**src/rtl/can_diag_pkg.sv**
```systemverilog
package can_diag_pkg;
  localparam int WORD_W = 32;
  localparam int CNT_W  = 16;
  localparam int FLG_W  = WORD_W - CNT_W;

  // flag positions inside the status word
  localparam int B_DLC   = 31;
  localparam int B_ESI   = 30;
  localparam int B_DCRC  = 29;
  localparam int B_DSTF  = 28;
  localparam int B_DFRM  = 27;
  localparam int B_DREC  = 25;
  localparam int B_DDOM  = 24;
  localparam int B_BOFF  = 23;
  localparam int B_NCRC  = 21;
  localparam int B_NSTF  = 20;
  localparam int B_NFRM  = 19;
  localparam int B_ACK   = 18;
  localparam int B_NREC  = 17;
  localparam int B_NDOM  = 16;

  localparam logic [WORD_W-1:0] KEEP_MASK = ~((32'd1 << 26) | (32'd1 << 22));

  function automatic logic [CNT_W-1:0] sat_inc(input logic [CNT_W-1:0] v);
    return (v == {CNT_W{1'b1}}) ? v : v + 1'b1;
  endfunction

  // one-hot mask for an event that lands in a data or non-data flag
  function automatic logic [WORD_W-1:0] seg_mask(input logic ev, input logic dp,
                                                 input int dpos, input int npos);
    logic [WORD_W-1:0] m;
    m = '0;
    if (ev) m[dp ? dpos : npos] = 1'b1;
    return m;
  endfunction
endpackage

```
**src/rtl/can_bit_mon.sv**
```systemverilog
module can_bit_mon #(
  parameter int RUN_MAX = 5
) (
  input  logic clk,
  input  logic rst_n,
  input  logic bit_en,
  input  logic tx_active,
  input  logic tx_lvl,
  input  logic rx_lvl,
  input  logic stuff_region,
  input  logic stuff_bit,
  input  logic sof,
  output logic err_rec,
  output logic err_dom,
  output logic err_stuff
);
  localparam int RW = $clog2(RUN_MAX + 1);

  logic [RW-1:0] run_q;
  logic          last_q;
  logic          restart;

  assign err_rec = bit_en & tx_active & tx_lvl & ~rx_lvl;
  assign err_dom = bit_en & tx_active & ~tx_lvl & rx_lvl;

  assign restart   = sof | stuff_bit | (run_q == '0) | (rx_lvl != last_q);
  assign err_stuff = bit_en & stuff_region & ~restart &
                     (run_q >= RW'(RUN_MAX));

  always_ff @(posedge clk or negedge rst_n) begin
    if (!rst_n) begin
      run_q  <= '0;
      last_q <= 1'b1;
    end else if (bit_en) begin
      if (!stuff_region) begin
        run_q <= '0;
      end else begin
        last_q <= rx_lvl;
        if (restart)
          run_q <= RW'(1);
        else if (run_q < RW'(RUN_MAX))
          run_q <= run_q + 1'b1;
      end
    end
  end
endmodule

```
**src/rtl/can_busoff_watch.sv**
```systemverilog
module can_busoff_watch #(
  parameter int RUN_LEN = 11
) (
  input  logic clk,
  input  logic rst_n,
  input  logic bit_en,
  input  logic rx_lvl,
  input  logic busoff_rec,
  output logic rec_pulse
);
  localparam int CW = $clog2(RUN_LEN + 1);

  logic [CW-1:0] cnt_q;

  assign rec_pulse = busoff_rec & bit_en & rx_lvl & (cnt_q == CW'(RUN_LEN - 1));

  always_ff @(posedge clk or negedge rst_n) begin
    if (!rst_n)
      cnt_q <= '0;
    else if (!busoff_rec)
      cnt_q <= '0;
    else if (bit_en) begin
      if (!rx_lvl || rec_pulse)
        cnt_q <= '0;
      else
        cnt_q <= cnt_q + 1'b1;
    end
  end
endmodule

```
**src/rtl/can_diag_reg.sv**
```systemverilog
module can_diag_reg
  import can_diag_pkg::*;
(
  input  logic              clk,
  input  logic              rst_n,
  input  logic [WORD_W-1:0] set_vec,
  input  logic              frame_ok,
  input  logic              sw_we,
  input  logic [WORD_W-1:0] sw_wdata,
  output logic [WORD_W-1:0] word_q
);
  logic [WORD_W-1:0] base;
  logic [FLG_W-1:0]  flg_n;
  logic [CNT_W-1:0]  cnt_n;

  always_comb begin
    base  = sw_we ? sw_wdata : word_q;
    flg_n = (base[WORD_W-1:CNT_W] | set_vec[WORD_W-1:CNT_W]) & KEEP_MASK[WORD_W-1:CNT_W];
    cnt_n = frame_ok ? sat_inc(base[CNT_W-1:0]) : base[CNT_W-1:0];
  end

  always_ff @(posedge clk or negedge rst_n) begin
    if (!rst_n) word_q <= '0;
    else        word_q <= {flg_n, cnt_n};
  end
endmodule

```
**src/rtl/can_diag_logger.sv**
```systemverilog
module can_diag_logger
  import can_diag_pkg::*;
#(
  parameter int STUFF_RUN = 5,
  parameter int IDLE_RUN  = 11
) (
  input  logic        clk,
  input  logic        rst_n,
  input  logic        bit_en,
  input  logic        tx_active,
  input  logic        tx_lvl,
  input  logic        rx_lvl,
  input  logic        data_phase,
  input  logic        stuff_region,
  input  logic        stuff_bit,
  input  logic        sof,
  input  logic        frame_ok,
  input  logic        crc_err,
  input  logic        form_err,
  input  logic        ack_err,
  input  logic        dlc_mm,
  input  logic        esi_rx,
  input  logic        busoff_enter,
  input  logic        busoff_rec,
  input  logic        sw_we,
  input  logic [31:0] sw_wdata,
  output logic [31:0] status
);
  logic err_rec_w, err_dom_w, err_stuff_w, rec_pulse_w;
  logic [WORD_W-1:0] set_w;

  can_bit_mon #(.RUN_MAX(STUFF_RUN)) u_bitmon (
    .clk(clk), .rst_n(rst_n), .bit_en(bit_en), .tx_active(tx_active),
    .tx_lvl(tx_lvl), .rx_lvl(rx_lvl), .stuff_region(stuff_region),
    .stuff_bit(stuff_bit), .sof(sof),
    .err_rec(err_rec_w), .err_dom(err_dom_w), .err_stuff(err_stuff_w)
  );

  can_busoff_watch #(.RUN_LEN(IDLE_RUN)) u_bowatch (
    .clk(clk), .rst_n(rst_n), .bit_en(bit_en), .rx_lvl(rx_lvl),
    .busoff_rec(busoff_rec), .rec_pulse(rec_pulse_w)
  );

  always_comb begin
    set_w = seg_mask(err_rec_w,   data_phase, B_DREC, B_NREC)
          | seg_mask(err_dom_w,   data_phase, B_DDOM, B_NDOM)
          | seg_mask(err_stuff_w, data_phase, B_DSTF, B_NSTF)
          | seg_mask(crc_err,     data_phase, B_DCRC, B_NCRC)
          | seg_mask(form_err,    data_phase, B_DFRM, B_NFRM);
    if (rec_pulse_w)  set_w[B_NDOM] = 1'b1;
    if (ack_err)      set_w[B_ACK]  = 1'b1;
    if (busoff_enter) set_w[B_BOFF] = 1'b1;
    if (esi_rx)       set_w[B_ESI]  = 1'b1;
    if (dlc_mm)       set_w[B_DLC]  = 1'b1;
  end

  can_diag_reg u_reg (
    .clk(clk), .rst_n(rst_n), .set_vec(set_w), .frame_ok(frame_ok),
    .sw_we(sw_we), .sw_wdata(sw_wdata), .word_q(status)
  );
endmodule

```
**config.mk**
```make
export PLATFORM = sky130hd
export DESIGN_NAME = can_diag_logger
export DESIGN_NICKNAME = d
export VERILOG_FILES = /design/src/rtl/can_diag_pkg.sv /design/src/rtl/can_bit_mon.sv /design/src/rtl/can_busoff_watch.sv /design/src/rtl/can_diag_reg.sv /design/src/rtl/can_diag_logger.sv
export SDC_FILE = /design/constraint.sdc
export NUM_CORES = 1
export LEC_CHECK = 0
export BUFFER_PORTS_ARGS = -buffer_cell sky130_fd_sc_hd__buf_2
export CAP_MARGIN = 20
export CORE_ASPECT_RATIO = 1.25
export CORE_MARGIN = 2
export CORE_UTILIZATION = 40
export DETAILED_ROUTE_END_ITERATION = 8
export PLACE_DENSITY = 0.67
export SYNTH_ARGS = -nofsm -noshare
export SYNTH_HDL_FRONTEND = slang
export SYNTH_SLANG_ARGS = --single-unit
```
**constraint.sdc**
```tcl
create_clock -name clk -period 1.9 [get_ports clk]
set_input_delay 0.38 -clock clk [delete_from_list [all_inputs] [get_ports clk]]
set_output_delay 0.38 -clock clk [all_outputs]
set_load 0.005 [all_outputs]
```
* After elaboration in Yosys (flattened, before gate mapping)
Cells that the tools add are included.
Storage, ports and cells: register bits 38, output and inout port bits 32, word-level logic and storage cells 90
Cells by class: add/subtract/negate cells 3, magnitude comparators 12, equal/unequal tests 5, multiplexer cells 34, bitwise operators 22, reductions and logical operators 10
Operator list (count):
- two-way mux 32 bit | 6
- bitwise OR 32 bit | 4
- two-way mux 16 bit | 2
- two-way mux 4 bit | 8
- less-than comparator 5 x 6 -> 1 bit (second input constant) | 5
- demux 1 bit (select 5 bit) | 5
- greater-or-equal comparator 5 x 1 -> 1 bit (second input constant) | 5
- adder 16 x 1 -> 16 bit (second input constant) | 1
- == test 16 bit (second input constant) | 1
- bitwise OR 16 bit | 1
- bitwise AND 1 bit | 11
- two-way mux 1 bit | 10
- two-way mux 3 bit | 3
- logical AND 1 bit | 5
- adder 4 x 1 -> 4 bit (second input constant) | 1
- == test 4 bit (second input constant) | 1
- AND reduction 2 bit | 2
- adder 3 x 1 -> 3 bit (second input constant) | 1
- greater-or-equal comparator 3 bit (second input constant) | 1
- logical NOT 3 bit | 1
- less-than comparator 3 bit (second input constant) | 1
- inequality test 3 x 1 -> 1 bit (second input constant) | 1
- inverter 1 bit | 3
- bitwise OR 1 bit | 3
- other kinds (4) | 4

* Depth between registers and ports, before layout
depth in word-level cells 12, depth in mapped cells 9

* By module
A second synthesis with hierarchy kept.
Unflattened totals: cells, all modules 234, area total of the unflattened synthesis 2473.6 um^2
Modules (own cells, without submodules):
- can_diag_reg | times used 1, cells an instance 167, area each 1868.0 um^2, sequential area each 750.7 um^2
- can_bit_mon | times used 1, cells an instance 29, area each 287.8 um^2, sequential area each 101.3 um^2
- can_busoff_watch | times used 1, cells an instance 26, area each 245.2 um^2, sequential area each 100.1 um^2
- can_diag_logger | times used 1, cells an instance 12, area each 72.6 um^2, sequential area each 0.0 um^2

* Worst setup path before layout
No wires, ideal clock.
path type input-to-reg, from input sw_we, to register u_reg.word_q[1], setup time 128 ps, arrival time 2205 ps, data required time 1772 ps, path slack -433 ps, cell stages on the path 9, buffers on the path 3, cells stage by stage buf_2 -> buf_6 -> buf_2 -> mux2_2 -> ha_1 -> a21boi_1 -> nand4_2 -> nand2_1 -> mux2_1
Between the ends: word-level cells in the longest chain between the ends 4, elaborated cells on any way between the ends 5
RTL lines:
- from (decl) | line can_diag_logger.sv:25 | input logic sw_we,
- two-way mux 32 bit * | line can_diag_reg.sv:17 | base = sw_we ? sw_wdata : word_q;
- adder 16 x 1 -> 16 bit or == test 16 bit (tied branches) | line can_diag_pkg.sv:25 | return (v == {CNT_W{1'b1}}) ? v : v + 1'b1;
- two-way mux 16 bit | line can_diag_pkg.sv:25
- two-way mux 16 bit * | line can_diag_reg.sv:19 | cnt_n = frame_ok ? sat_inc(base[CNT_W-1:0]) : base[CNT_W-1:0];
- named net u_reg.cnt_n[1] | line can_diag_reg.sv:14 | logic [CNT_W-1:0] cnt_n;
- to (signal assigned) | line can_diag_reg.sv:24 | else word_q <= {flg_n, cnt_n};
- to (decl) | line can_diag_reg.sv:10 | output logic [WORD_W-1:0] word_q
The timed path passes the listed nets; every way through them passes the cells marked *. A chain may end at the register's enable or synchronous reset.

* Worst setup path after layout
from register u_reg.word_q[1], to register u_reg.word_q[9]
Between the ends: word-level cells in the longest chain between the ends 4, elaborated cells on any way between the ends 5
RTL lines (line):
- two-way mux 32 bit * | can_diag_reg.sv:17
- adder 16 x 1 -> 16 bit or == test 16 bit (tied branches) | can_diag_pkg.sv:25
- two-way mux 16 bit * | can_diag_pkg.sv:25
- two-way mux 16 bit * | can_diag_reg.sv:19
- named net u_reg.cnt_n[9] | can_diag_reg.sv:14
Marked as above.

==> results.ini <==
[status]
outcome=finished clean

[sta]
drv_slew=0
max_slew_margin=0.5716
fin_crit_ns=1.726
fin_crit_sh=0.9086
final-hold-violation-count=0
setup_viol=0
rsz0062_at_grt=no
fin_skew_ns=0.008357
holdWs_ns=0.1062
worstMarginPinSlew_ns=0.6426
fmax_mhz=579.3
finalWorstSetupSlack_ns=0.1738

[clock_network]
clk_latency_ns=0.29
cts_setup_buffers=0
cts-root-buf=clkbuf_8
cts.sinks=38
cts_max_path_buffers=2
cts_buffers=5
ctsHtreeMaxLevel=2
cts_resized=0
clk_pin_slew_ns=0.08
cts_tree=done
postCtsHoldBufs=0

[global_routing]
grt_pass1_vias=2030
grt_max_degree=30
antenna_found_initial=0
grt_pass1_wl_um=9232
grt-ovfl-total=0
track_usage=0.1845

[placed_design]
io_buffer_count=78
place_area_um2=2939
pre_cts_ws_ns=-0.08218
dp_hpwl_um=4268
gp_congestion=0.7713

[setup_path]
cp-start-kind=flop
cp-end-kind=flop
arrival_ns=1.90
cp_max_fo=5
crit_required_ns=2.07
reg2reg_to=u_reg.word_q[9]
reg2reg_slack_ns=0.17
worstReg2RegStart=u_reg.word_q[1]
crit_type=reg -> reg
rr_worst_depth=6

[logic_synthesis]
yosys_register_bits=38
synth_compound_area_frac=0.1674
netlist_area_um2=2302
ys_seq_area_frac=0.4136
async_reset_ff_frac=1.000
synth_edf_count=0
synth_top_family_by_area=simple AND/OR/NAND/NOR gates
yosys_warnings=0
synth-xor-area-share=0.04565
synth_cells=226
synth_top_flop_cell=dfrtp_1
syn_area_per_cell_um2=10.19
synth_mux_area_frac=0.09837
yosys.cell_types.count=52
synth_fa_ha_area_frac=0.03261
yosys.area_share.simple=0.1984

[drt]
wl_um=5490
dr.pass1.iters=4
vias=2061
drc_errors=0
drt.antenna.violating_nets=0
routed_via_density=5.258
wl_per_cell_um=14.01
first_iter_violations=110

[power_and_ir_drop]
ir_worst_vdd_mv=0.3823
pwr_density_cell_nw_per_um2=754.8
p_leak_uw=0.001433

[layout]
layout.nets=384
n_antenna_cell=0
fin_util=0.5632
layout_commonest_cell=buf_2
stdcell_area_um2=3087
final_cell_mix=buf_2, dfrtp_1, buf_4, nand2_1, nand3_1
nFillCells=491
synthToLayoutAreaGrowth_pct=34.08
drive_above_1_share=0.4085

[floorplan]
die_y_um=88.82
chipWidth_um=71.86
fp.coreArea_um2=5480
start_util=0.4201
io_pins=83
num_rows=30
die_area_um2=6382

[job]
maxCapViolations=0

[hold_path]
min_path_type=in -> async

## per-layer routing
layer | global-route usage | vias up | part of all wire
met5 | 0 | - | 0
met4 | 0.05660 | 0 | 0.0077
met3 | 0.03303 | 4 | 0.053
met2 | 0.3140 | 65 | 0.50
met1 | 0.2396 | 968 | 0.44
li1 | - | 1024 | -
## worst max path at each step
stage | from | end | slack [ns] | depth (start not counted)
2_1_floorplan | sw_we | u_reg.word_q[9] | -0.14 | 9
3_3_place_gp | sw_we | u_reg.word_q[9] | -0.09 | 7
3_5_place_dp | sw_we | u_reg.word_q[1] | -0.08 | 7
4_1_cts | u_reg.word_q[1] | u_reg.word_q[9] | 0.16 | 6
5_1_grt | u_bitmon.run_q[1] | u_bitmon.run_q[2] | 0.07 | 7
6_report | u_reg.word_q[1] | u_reg.word_q[9] | 0.17 | 6
## flip-flops by register name, indices dropped and copies added, names as in the netlist
name,flops
u_reg.word_q,30
u_bowatch.cnt_q,4
u_bitmon.run_q,3
u_bitmon.last_q,1
## per-stage QoR
step / cells / setup TNS (ns) / total power (uW)
final: 392 / 0 / 2330
after global routing: 392 / 0 / 2466
after CTS: 392 / 0 / 2369
after detailed placement: 384 / -0.3190 / 1501
after global placement: 384 / -0.3188 / 1484
after floorplan: 227 / -0.2417 / 1253
## kinds of logic (layout without fill, tap and decap cells)
logic type | count (synthesis) | count (layout)
compound gates | 47 | 47
other cells | 1 | 2
simple gates | 82 | 82
mux | 21 | 21
buf+inv | 19 | 120
xor+xnor | 12 | 12
flops | 38 | 38
fa+ha+maj | 6 | 6
## critical path: stages (launching register included)
cell and delay (ns):
dfrtp_1 0.40, mux2_2 0.31, ha_4 0.17, a21boi_4 0.16
and4_1 0.17, nor4b_2 0.30, xnor2_1 0.10
## synthesized netlist by cell type (all sizes together) (4+ instances only)
library cell  instances  area (um2)
a221o                 7       70.07
xnor2                 7       61.31
nand3b                6       45.04
nor3                  5       25.02
a211o                 4       35.03
mux2                 10       112.6
dfrtp                37       925.9
nand3                17       85.08
o21ai                10       50.04
ha                    6       75.07
buf                   7       52.54
nand4                 4       31.28
nor2b                14       87.58
nand2                23       88.84
xor2                  5       43.79
a21oi                 5       28.78
mux2i                11       113.9
nor2                  4       15.01
a22oi                 5       42.54
inv                   9       33.78
## layout make-up
type                    count  area [um2]  area share
multi-input cells         170        1300      0.4212
flip-flops and latches     38       952.2      0.3085
repair buffers            103       578.1      0.1873
clock buffers               6       82.58     0.02675
well taps                  64       80.08     0.02594
clock inverters             2       60.06     0.01946
inverters                   9       33.78     0.01094
## power by group
part           switching [uW]  internal, uW  leakage, uW  total [uW]
combinational             252           269     0.000913         521
sequential               63.6           897     0.000449         960
clock                     288           560    0.0000714         848
Note: power is estimated with default switching activity, not from simulation.
